File: src/rtl/arb_pkg.sv
// Shared constants for the fixed-priority bus arbiter.
// Assumes four masters where number 0 is the idle-only placeholder.
package arb_pkg;
    localparam int MST_COUNT  = 4;
    localparam int DUMMY_ID   = 0;
    localparam int DEFAULT_ID = 1;

    // Ranking, highest first; the arbiter relies on this order.
    localparam int PRIO_ORDER [MST_COUNT] = '{3, 0, 2, 1};

    typedef enum logic [1:0] {
        RSP_OKAY  = 2'b00,
        RSP_ERROR = 2'b01,
        RSP_RETRY = 2'b10,
        RSP_SPLIT = 2'b11
    } rsp_e;

    localparam logic [1:0] TRN_IDLE = 2'b00;
endpackage

File: src/rtl/arb_split_track.sv
// Keeps the split mask per real master and the locked-split hold.
// Presents next-state values so the arbiter decides on the same edge.
// Assumes a SPLIT belongs to the data-phase master and needs hready high.
module arb_split_track #(
    parameter int NM = arb_pkg::MST_COUNT,
    localparam int IW = $clog2(NM)
) (
    input  logic          clk,
    input  logic          rst_n,
    input  logic          hready_i,
    input  logic [1:0]    hresp_i,
    input  logic [IW-1:0] data_mst_i,
    input  logic [NM-1:0] lock_i,
    input  logic [NM-2:0] unsplit_i,
    output logic [NM-1:0] mask_nxt_o,
    output logic          lkhold_nxt_o
);
    import arb_pkg::*;

    logic [NM-1:0] mask_q;
    logic          lkhold_q;
    logic [IW-1:0] lkmst_q;
    logic [IW-1:0] lkmst_nxt;
    logic          split_ev;

    // Next mask and locked-split hold; a new split outranks a release.
    always_comb begin
        split_ev     = hready_i && (hresp_i == RSP_SPLIT) && (data_mst_i != IW'(DUMMY_ID));
        mask_nxt_o   = mask_q & ~{unsplit_i, 1'b0};
        if (split_ev) mask_nxt_o[data_mst_i] = 1'b1;
        lkhold_nxt_o = lkhold_q && mask_nxt_o[lkmst_q];
        lkmst_nxt    = lkmst_q;
        if (split_ev && lock_i[data_mst_i]) begin
            lkhold_nxt_o = 1'b1;
            lkmst_nxt    = data_mst_i;
        end
    end

    // State registers, cleared by reset.
    always_ff @(posedge clk) begin
        if (!rst_n) begin
            mask_q   <= '0;
            lkhold_q <= 1'b0;
            lkmst_q  <= IW'(DEFAULT_ID);
        end else begin
            mask_q   <= mask_nxt_o;
            lkhold_q <= lkhold_nxt_o;
            lkmst_q  <= lkmst_nxt;
        end
    end
endmodule

File: src/rtl/arb_prio_select.sv
// Picks the highest-ranked eligible master from the package ranking.
// With nobody eligible it returns the default master if allowed, else 0.
module arb_prio_select #(
    parameter int NM = arb_pkg::MST_COUNT,
    localparam int IW = $clog2(NM)
) (
    input  logic [NM-1:0] cand_i,
    input  logic          dflt_ok_i,
    output logic [IW-1:0] win_o
);
    import arb_pkg::*;

    // Walk from lowest rank upward so the highest eligible rank is kept.
    always_comb begin
        win_o = dflt_ok_i ? IW'(DEFAULT_ID) : IW'(DUMMY_ID);
        for (int r = NM - 1; r >= 0; r--) begin
            if (cand_i[PRIO_ORDER[r]]) win_o = IW'(PRIO_ORDER[r]);
        end
    end
endmodule

File: src/rtl/prio_bus_arbiter.sv
// Fixed-priority arbiter for a shared bus with an idle-only master 0.
// Ownership is re-evaluated only on edges where hready_i is high.
// Assumes external muxes use addr_mst_o / data_mst_o for steering.
module prio_bus_arbiter #(
    parameter int NM = arb_pkg::MST_COUNT,
    localparam int IW = $clog2(NM)
) (
    input  logic          clk,
    input  logic          rst_n,
    input  logic [NM-1:0] req_i,
    input  logic [NM-1:0] lock_i,
    input  logic [NM-2:0] unsplit_i,
    input  logic          hready_i,
    input  logic [1:0]    hresp_i,
    input  logic [1:0]    htrans_i,
    output logic [NM-1:0] grant_o,
    output logic [IW-1:0] addr_mst_o,
    output logic [IW-1:0] data_mst_o,
    output logic [1:0]    htrans_o
);
    import arb_pkg::*;

    logic [IW-1:0] own_q, dat_q, win, own_nxt;
    logic [NM-1:0] mask_nxt, cand;
    logic          lkhold_nxt, keep_lock;

    arb_split_track #(.NM(NM)) u_split (
        .clk          (clk),
        .rst_n        (rst_n),
        .hready_i     (hready_i),
        .hresp_i      (hresp_i),
        .data_mst_i   (dat_q),
        .lock_i       (lock_i),
        .unsplit_i    (unsplit_i),
        .mask_nxt_o   (mask_nxt),
        .lkhold_nxt_o (lkhold_nxt)
    );

    arb_prio_select #(.NM(NM)) u_sel (
        .cand_i    (cand),
        .dflt_ok_i (!mask_nxt[DEFAULT_ID]),
        .win_o     (win)
    );

    // Decide the next owner: locked-split hold, then lock, then ranking.
    always_comb begin
        cand      = req_i & ~mask_nxt;
        keep_lock = lock_i[own_q] && !mask_nxt[own_q];
        if (lkhold_nxt)     own_nxt = IW'(DUMMY_ID);
        else if (keep_lock) own_nxt = own_q;
        else                own_nxt = win;
    end

    // Address and data phase owners advance together on ready edges.
    always_ff @(posedge clk) begin
        if (!rst_n) begin
            own_q <= IW'(DEFAULT_ID);
            dat_q <= IW'(DEFAULT_ID);
        end else if (hready_i) begin
            own_q <= own_nxt;
            dat_q <= own_q;
        end
    end

    // One-hot grant decode, one line per master.
    for (genvar g = 0; g < NM; g++) begin : g_grant
        assign grant_o[g] = (own_q == IW'(g));
    end

    assign addr_mst_o = own_q;
    assign data_mst_o = dat_q;
    assign htrans_o   = (own_q == IW'(DUMMY_ID)) ? TRN_IDLE : htrans_i;
endmodule

File: config.mk
export PLATFORM = sky130hd
export DESIGN_NAME = prio_bus_arbiter
export DESIGN_NICKNAME = d
export VERILOG_FILES = /design/src/rtl/arb_pkg.sv /design/src/rtl/arb_split_track.sv /design/src/rtl/arb_prio_select.sv /design/src/rtl/prio_bus_arbiter.sv
export SDC_FILE = /design/constraint.sdc
export NUM_CORES = 1
export LEC_CHECK = 0
export BUFFER_PORTS_ARGS = -buffer_cell sky130_fd_sc_hd__buf_4
export CAP_MARGIN = 20
export CORE_MARGIN = 10
export CORE_UTILIZATION = 47
export DETAILED_ROUTE_END_ITERATION = 10
export GPL_TIMING_DRIVEN = 0
export PLACE_DENSITY = 0.73
export SYNTH_ARGS = -nofsm -noshare
export SYNTH_HDL_FRONTEND = slang
export SYNTH_SLANG_ARGS = --single-unit
File: constraint.sdc
create_clock -name clk -period 2 [get_ports clk]
set_input_delay 0.2 -clock clk [delete_from_list [all_inputs] [get_ports clk]]
set_output_delay 0.2 -clock clk [all_outputs]
set_load 0.005 [all_outputs]
======== Word level (Yosys, flattened, before mapping) ========
Cells that the tools add are included.
word-level totals
  register bits after elaboration ......... 11
  bits of input ports ..................... 18
  output and inout bits ................... 10
  word-level logic and storage cells ...... 49
cells by class
  $lt $le $gt $ge ......................... 4
  eq/ne operators ......................... 5
  multiplexer cells ....................... 20
  bitwise gates (word level) .............. 5
  reductions and logical operators ........ 10
operators by type and width
  kind                                                                                 number
  2-bit two-way mux                                                                    7
  2-bit by 3-bit < comparator with 1-bit output, second input constant                 3
  4-bit bitwise AND                                                                    2
  1-bit binary-select mux with 2-bit select                                            4
  4-bit NOT                                                                            2
  1-bit two-way mux                                                                    7
  2-bit equality test, second input constant                                           3
  1-bit logical AND                                                                    6
  4-bit two-way mux                                                                    1
  4-bit bitwise OR                                                                     1
  1-bit demux with 2-bit select                                                        1
  2-bit by 1-bit equality test with 1-bit output, second input constant                1
  2-bit by 1-bit greater-or-equal comparator with 1-bit output, second input constant  1
  2-bit zero test                                                                      1
  2-bit != test, second input constant                                                 1
  2-bit AND reduction                                                                  1
  2-bit nonzero test                                                                   1
  1-bit zero test                                                                      1

======== Logic depth before layout (Yosys ltp) ========
  word-level depth ........................ 14
  gate-level depth with buffers ........... 7
  mapped depth without buffers ............ 6

======== Modules after synthesis ========
Synthesis repeated with hierarchy kept, for this count alone.
unflattened totals
  cells, all modules ...................... 85
  area total of the unflattened synthesis .. 719.4 sq um
by module, submodules not included
  module            instances  cells an instance  area each (sq um)  sequential area each (sq um)
  arb_split_track   1          46                 404.1              140.1
  prio_bus_arbiter  1          34                 291.5              80.1
  arb_prio_select   1          5                  23.8               0.0

======== Least setup slack after synthesis ========
Ideal clock, no wire load.
  path type ............................... register -> register
  start point ............................. register dat_q[0] (netlist: data_mst_o[0])
  end point ............................... register own_q[0] (netlist: addr_mst_o[0])
  library setup time ...................... 0.127 ns
  arrival time ............................ 1.508 ns
  required time ........................... 1.873 ns
  slack ................................... 0.364 ns
  cell stages (with the launch flop) ...... 8
  buffers on the path ..................... 1
  clock period less this slack ............ 1.636 ns
  path through ............................ dfxtp_1 > buf_4 > nor2b_1 > a21boi_2 > a2111o_1 > and3_1 > nand3_1 > o221ai_2
on the way
  longest elaborated chain between the ends .. 14
  elaborated cells on any way between the ends .. 31
  classes of those cells .................. order compare (2); eq/ne (1); mux (17); bitwise (3); reduce/logical (8)
RTL lines
  element                                                                                                                                              RTL line                RTL
  start: declaration                                                                                                                                   prio_bus_arbiter.sv:23  logic [IW-1:0] own_q, dat_q, win, own_nxt;
  start signal: assignment                                                                                                                             prio_bus_arbiter.sv:58  dat_q <= IW'(DEFAULT_ID);
  start signal: assignment                                                                                                                             prio_bus_arbiter.sv:61  dat_q <= own_q;
  2-bit by 3-bit < comparator with 1-bit output (not written as such) or 2-bit by 1-bit greater-or-equal comparator with 1-bit output (tied branches)  arb_split_track.sv:30   if (split_ev) mask_nxt_o[data_mst_i] = 1'b1;
  1-bit logical AND (not written as such)                                                                                                              arb_split_track.sv:30
  1-bit two-way mux (not written as such)                                                                                                              arb_split_track.sv:30
  1-bit demux with 2-bit select                                                                                                                        n/a
  4-bit bitwise OR (no line)                                                                                                                           n/a
  4-bit two-way mux                                                                                                                                    arb_split_track.sv:30
  4-bit NOT                                                                                                                                            prio_bus_arbiter.sv:47  cand = req_i & ~mask_nxt;
  4-bit bitwise AND                                                                                                                                    prio_bus_arbiter.sv:47
  2-bit two-way mux (4 in a row)                                                                                                                       arb_prio_select.sv:17   if (cand_i[PRIO_ORDER[r]]) win_o = IW'(PRIO_ORDER[r]);
  2-bit two-way mux                                                                                                                                    prio_bus_arbiter.sv:50  else if (keep_lock) own_nxt = own_q;
  2-bit two-way mux                                                                                                                                    prio_bus_arbiter.sv:49  if (lkhold_nxt) own_nxt = IW'(DUMMY_ID);
  end signal: assignment                                                                                                                               prio_bus_arbiter.sv:57  own_q <= IW'(DEFAULT_ID);
  end signal: assignment                                                                                                                               prio_bus_arbiter.sv:60  own_q <= own_nxt;
  end: declaration                                                                                                                                     prio_bus_arbiter.sv:23
Several ways; a longest one is shown, not always the timed one. The select of a mux whose other input is x is not followed.
A chain may end at the register's enable or synchronous reset.

======== Worst setup path in the final report ========
Ends and elaborated chain as after synthesis.

==> results.sh <==
export IMPL_synth_top_flop_cell="dfxtp_1"
export IMPL_overflow=0
export IMPL_ioPinCount=28
export IMPL_slew_violations=0
export IMPL_grt_pass1_wl_mm=3.15
export IMPL_synth_top_area_share=0.301
export IMPL_route_detailed_drc=0
export IMPL_p_total_uw=581
export IMPL_clock_sinks=11
export IMPL_viasPerCell=5.59
export IMPL_ff2ff_path_depth=7
export IMPL_async_flop_share=0
export IMPL_routed_wl_mm=1.94
export IMPL_swShare=0.298
export IMPL_critPathRequiredTime_ns=2.16
export IMPL_p_int_uw=408
export IMPL_power_frac_comb=0.325
export IMPL_arrival_ns=1.93
export IMPL_synth_edf_count=0
export IMPL_grt_max_degree=11
export IMPL_clkTransAtPathRegs_ns=0.07
export IMPL_critical_path_class="register to register"
export IMPL_synthCells=86
export IMPL_core_rowCount=14
export IMPL_ir_drop_mv=0.357
export IMPL_cap_violations=0
export IMPL_yosysTopAreaCell="dfxtp_1"
export IMPL_synth_cell_types=36
export IMPL_crit_reg2reg_capture="addr_mst_o[0]"
export IMPL_synth_adder_area_share=0
export IMPL_synthMuxAreaShare=0.0616
export IMPL_fmax_mhz=566
export IMPL_die_area_mm2=0.00353
export IMPL_cts_root_buf="clkbuf_4"
export IMPL_p_sw_uw=173
export IMPL_synth_nets=104
export IMPL_nNetsFinal=134
export IMPL_synth_area_leaders="dfxtp_1 (30%), nor2_1 (5.7%), buf_6 (4.6%)"
export IMPL_cp_slowest_cell="a2111o_1"
export IMPL_drtIter0Drc=14
export IMPL_finalHoldViolations=0
export IMPL_grt_pass1_vias=745
export IMPL_r2r_start="data_mst_o[0]"
export IMPL_p_per_area_mw_per_mm2=603
export IMPL_dpl_hpwl_mm=1.58
export IMPL_fp_dieH_um=59.4
export IMPL_die_w_um=59.4
export IMPL_tightest_slew_ns=0.286
export IMPL_cp_max_fo=8
export IMPL_ctsHoldBuffers=0
export IMPL_cts_tree="yes"
export IMPL_relSlewSlack=0.808
export IMPL_hp_start="rst_n"
export IMPL_synth_compound_area_frac=0.192
export IMPL_end_kind="register"
export IMPL_gp_congestion=0.899
export IMPL_critPathMaxStageDelay_ns=0.44
export IMPL_fin_tns_setup_ns=0
export IMPL_clkPwrFrac=0.274
export IMPL_setup_viol=0
export IMPL_htree_num_levels=1
export IMPL_rsz0062_at_grt="no"
export IMPL_yosysSeqAreaShare=0.301
export IMPL_wl_per_cell_um=14.8
export IMPL_core_mm2=0.00149
export IMPL_antenna_left=0
export IMPL_cp_top_family="compound AO/OA/AOI/OAI gates"
export IMPL_status="finished, final reports clean"
export IMPL_port_buffers=25
export IMPL_final_core_util=0.648
export IMPL_ctsResizeCount=0
export IMPL_dpl_cell_area_um2=938
export IMPL_syn_cell_area_um2=731
export IMPL_synthXorXnorAreaFrac=0.0240
export IMPL_drive_above_1_share=0.374
export IMPL_period_share=0.884
export IMPL_grtUsageTotal=0.112
export IMPL_hold_class="input port to register"
export IMPL_period_minus_slack_ns=1.77
export IMPL_fin_area_um2=965
export IMPL_clk_latency_ns=0.28
export IMPL_antenna_found_initial=0
export IMPL_r2r_slack_ns=0.23
export IMPL_synthSimpleGateAreaFrac=0.327
export IMPL_start_util=0.491
export IMPL_worstHoldEndpoint="u_split.lkmst_q[0]"
export IMPL_numCtsBuffers=3
export IMPL_seq_power_share=0.401
export IMPL_diodes=0
export IMPL_vias=732
export IMPL_synth_warnings=0
export IMPL_postCtsSetupBuffers=0
export IMPL_worstPathCellList="buf_4 > nor2b_1 > a21boi_2 > a2111o_1 > and3_1 > nand3_1 > o221ai_2"
export IMPL_syn_to_final_growth_pct=32.0
export IMPL_hold_ws_ns=0.122
export IMPL_cts_buffer_depth=2
export IMPL_critPathLaunchType="register"
export IMPL_skew_ns=0.00466
export IMPL_firstDrtPassIters=4
export IMPL_postSynthAreaPerCell_um2=8.50
export IMPL_synth_seq_cells=11
export IMPL_critPathBufInv=1
export IMPL_synth_top_family_by_area="simple AND/OR/NAND/NOR gates"
export IMPL_p_leak_uw=0.000444
export IMPL_min_path_cells=2
## power groups by stage
stage / logic [uW] / clock network, uW / registers [uW]
2_1_floorplan: 109 / 0 / 239
3_3_place_gp: 187 / 0 / 238
3_5_place_dp: 189 / 0 / 238
4_1_cts: 190 / 160 / 233
5_1_grt: 207 / 173 / 234
6_report: 189 / 159 / 233
## routing by layer
metal	up-vias	track usage	wire, um
li1	363	-	-
met1	336	0.129	783
met2	30	0.184	988
met3	3	0.0343	141
met4	0	0.0492	29
met5	-	0	0
## per-stage QoR
step                instances  setup WS, ns
detailed placement        127         0.247
global placement          127         0.286
global route              131         0.147
floorplan                  86         0.364
CTS                       131         0.233
finish                    131         0.233
## worst max path at each step
stage | slack [ns] | endpoint | cells after the start | from
2_1_floorplan | 0.36 | addr_mst_o[0] | 7 | data_mst_o[0]
3_3_place_gp | 0.29 | addr_mst_o[0] | 7 | data_mst_o[0]
3_5_place_dp | 0.25 | addr_mst_o[0] | 7 | data_mst_o[0]
4_1_cts | 0.23 | addr_mst_o[0] | 7 | data_mst_o[0]
5_1_grt | 0.15 | addr_mst_o[0] | 7 | data_mst_o[0]
6_report | 0.23 | addr_mst_o[0] | 7 | data_mst_o[0]
## Yosys cell counts (2+ instances only)
| cell | instances |
|---|---|
| mux2i_1 | 3 |
| o221ai_1 | 2 |
| nand3_1 | 4 |
| a21oi_1 | 2 |
| nand2b_1 | 4 |
| nor2b_1 | 5 |
| nand4_1 | 2 |
| a31oi_1 | 2 |
| nand3_2 | 2 |
| dfxtp_1 | 11 |
| nand2_1 | 7 |
| buf_6 | 3 |
| inv_1 | 6 |
| nor2_1 | 11 |
## cell families after synthesis
family	count (synthesis)
xor gates and xnor gates	2
muxes	4
and+or+nand+nor	42
DFF	11
buffers and inverters	11
AOI/OAI and AO/OA	16
## layout make-up
class	instances	area [um2]
timing repair buffer	25	188
clock buffer	4	26.3
fill	134	524
buffer	5	46.3
multi-input combinational	64	442
sequential	11	220
tap	16	20.0
inverter	6	22.5
## sequential cells by signal, summed over array words and instances (netlist names)
register / cells
u_split.lkhold_q: 1
u_split.lkmst_q: 2
data_mst_o: 2
u_split.mask_q: 4
addr_mst_o: 2
## layout by cell type (no fill, tap or decap), types with 2 or more instances in the layout
cell and n:
o221ai_1 2, nor2b_1 5, inv_1 6, nand3_1 4, nor2_1 11, mux2i_1 3
a31oi_1 2, nand4_1 2, nand2b_1 4, a21oi_1 2, buf_6 3, dfxtp_1 11
nand2_1 7, clkbuf_4 3, nand3_2 2, buf_4 26
No activity file was read; power rests on OpenSTA's default activity.
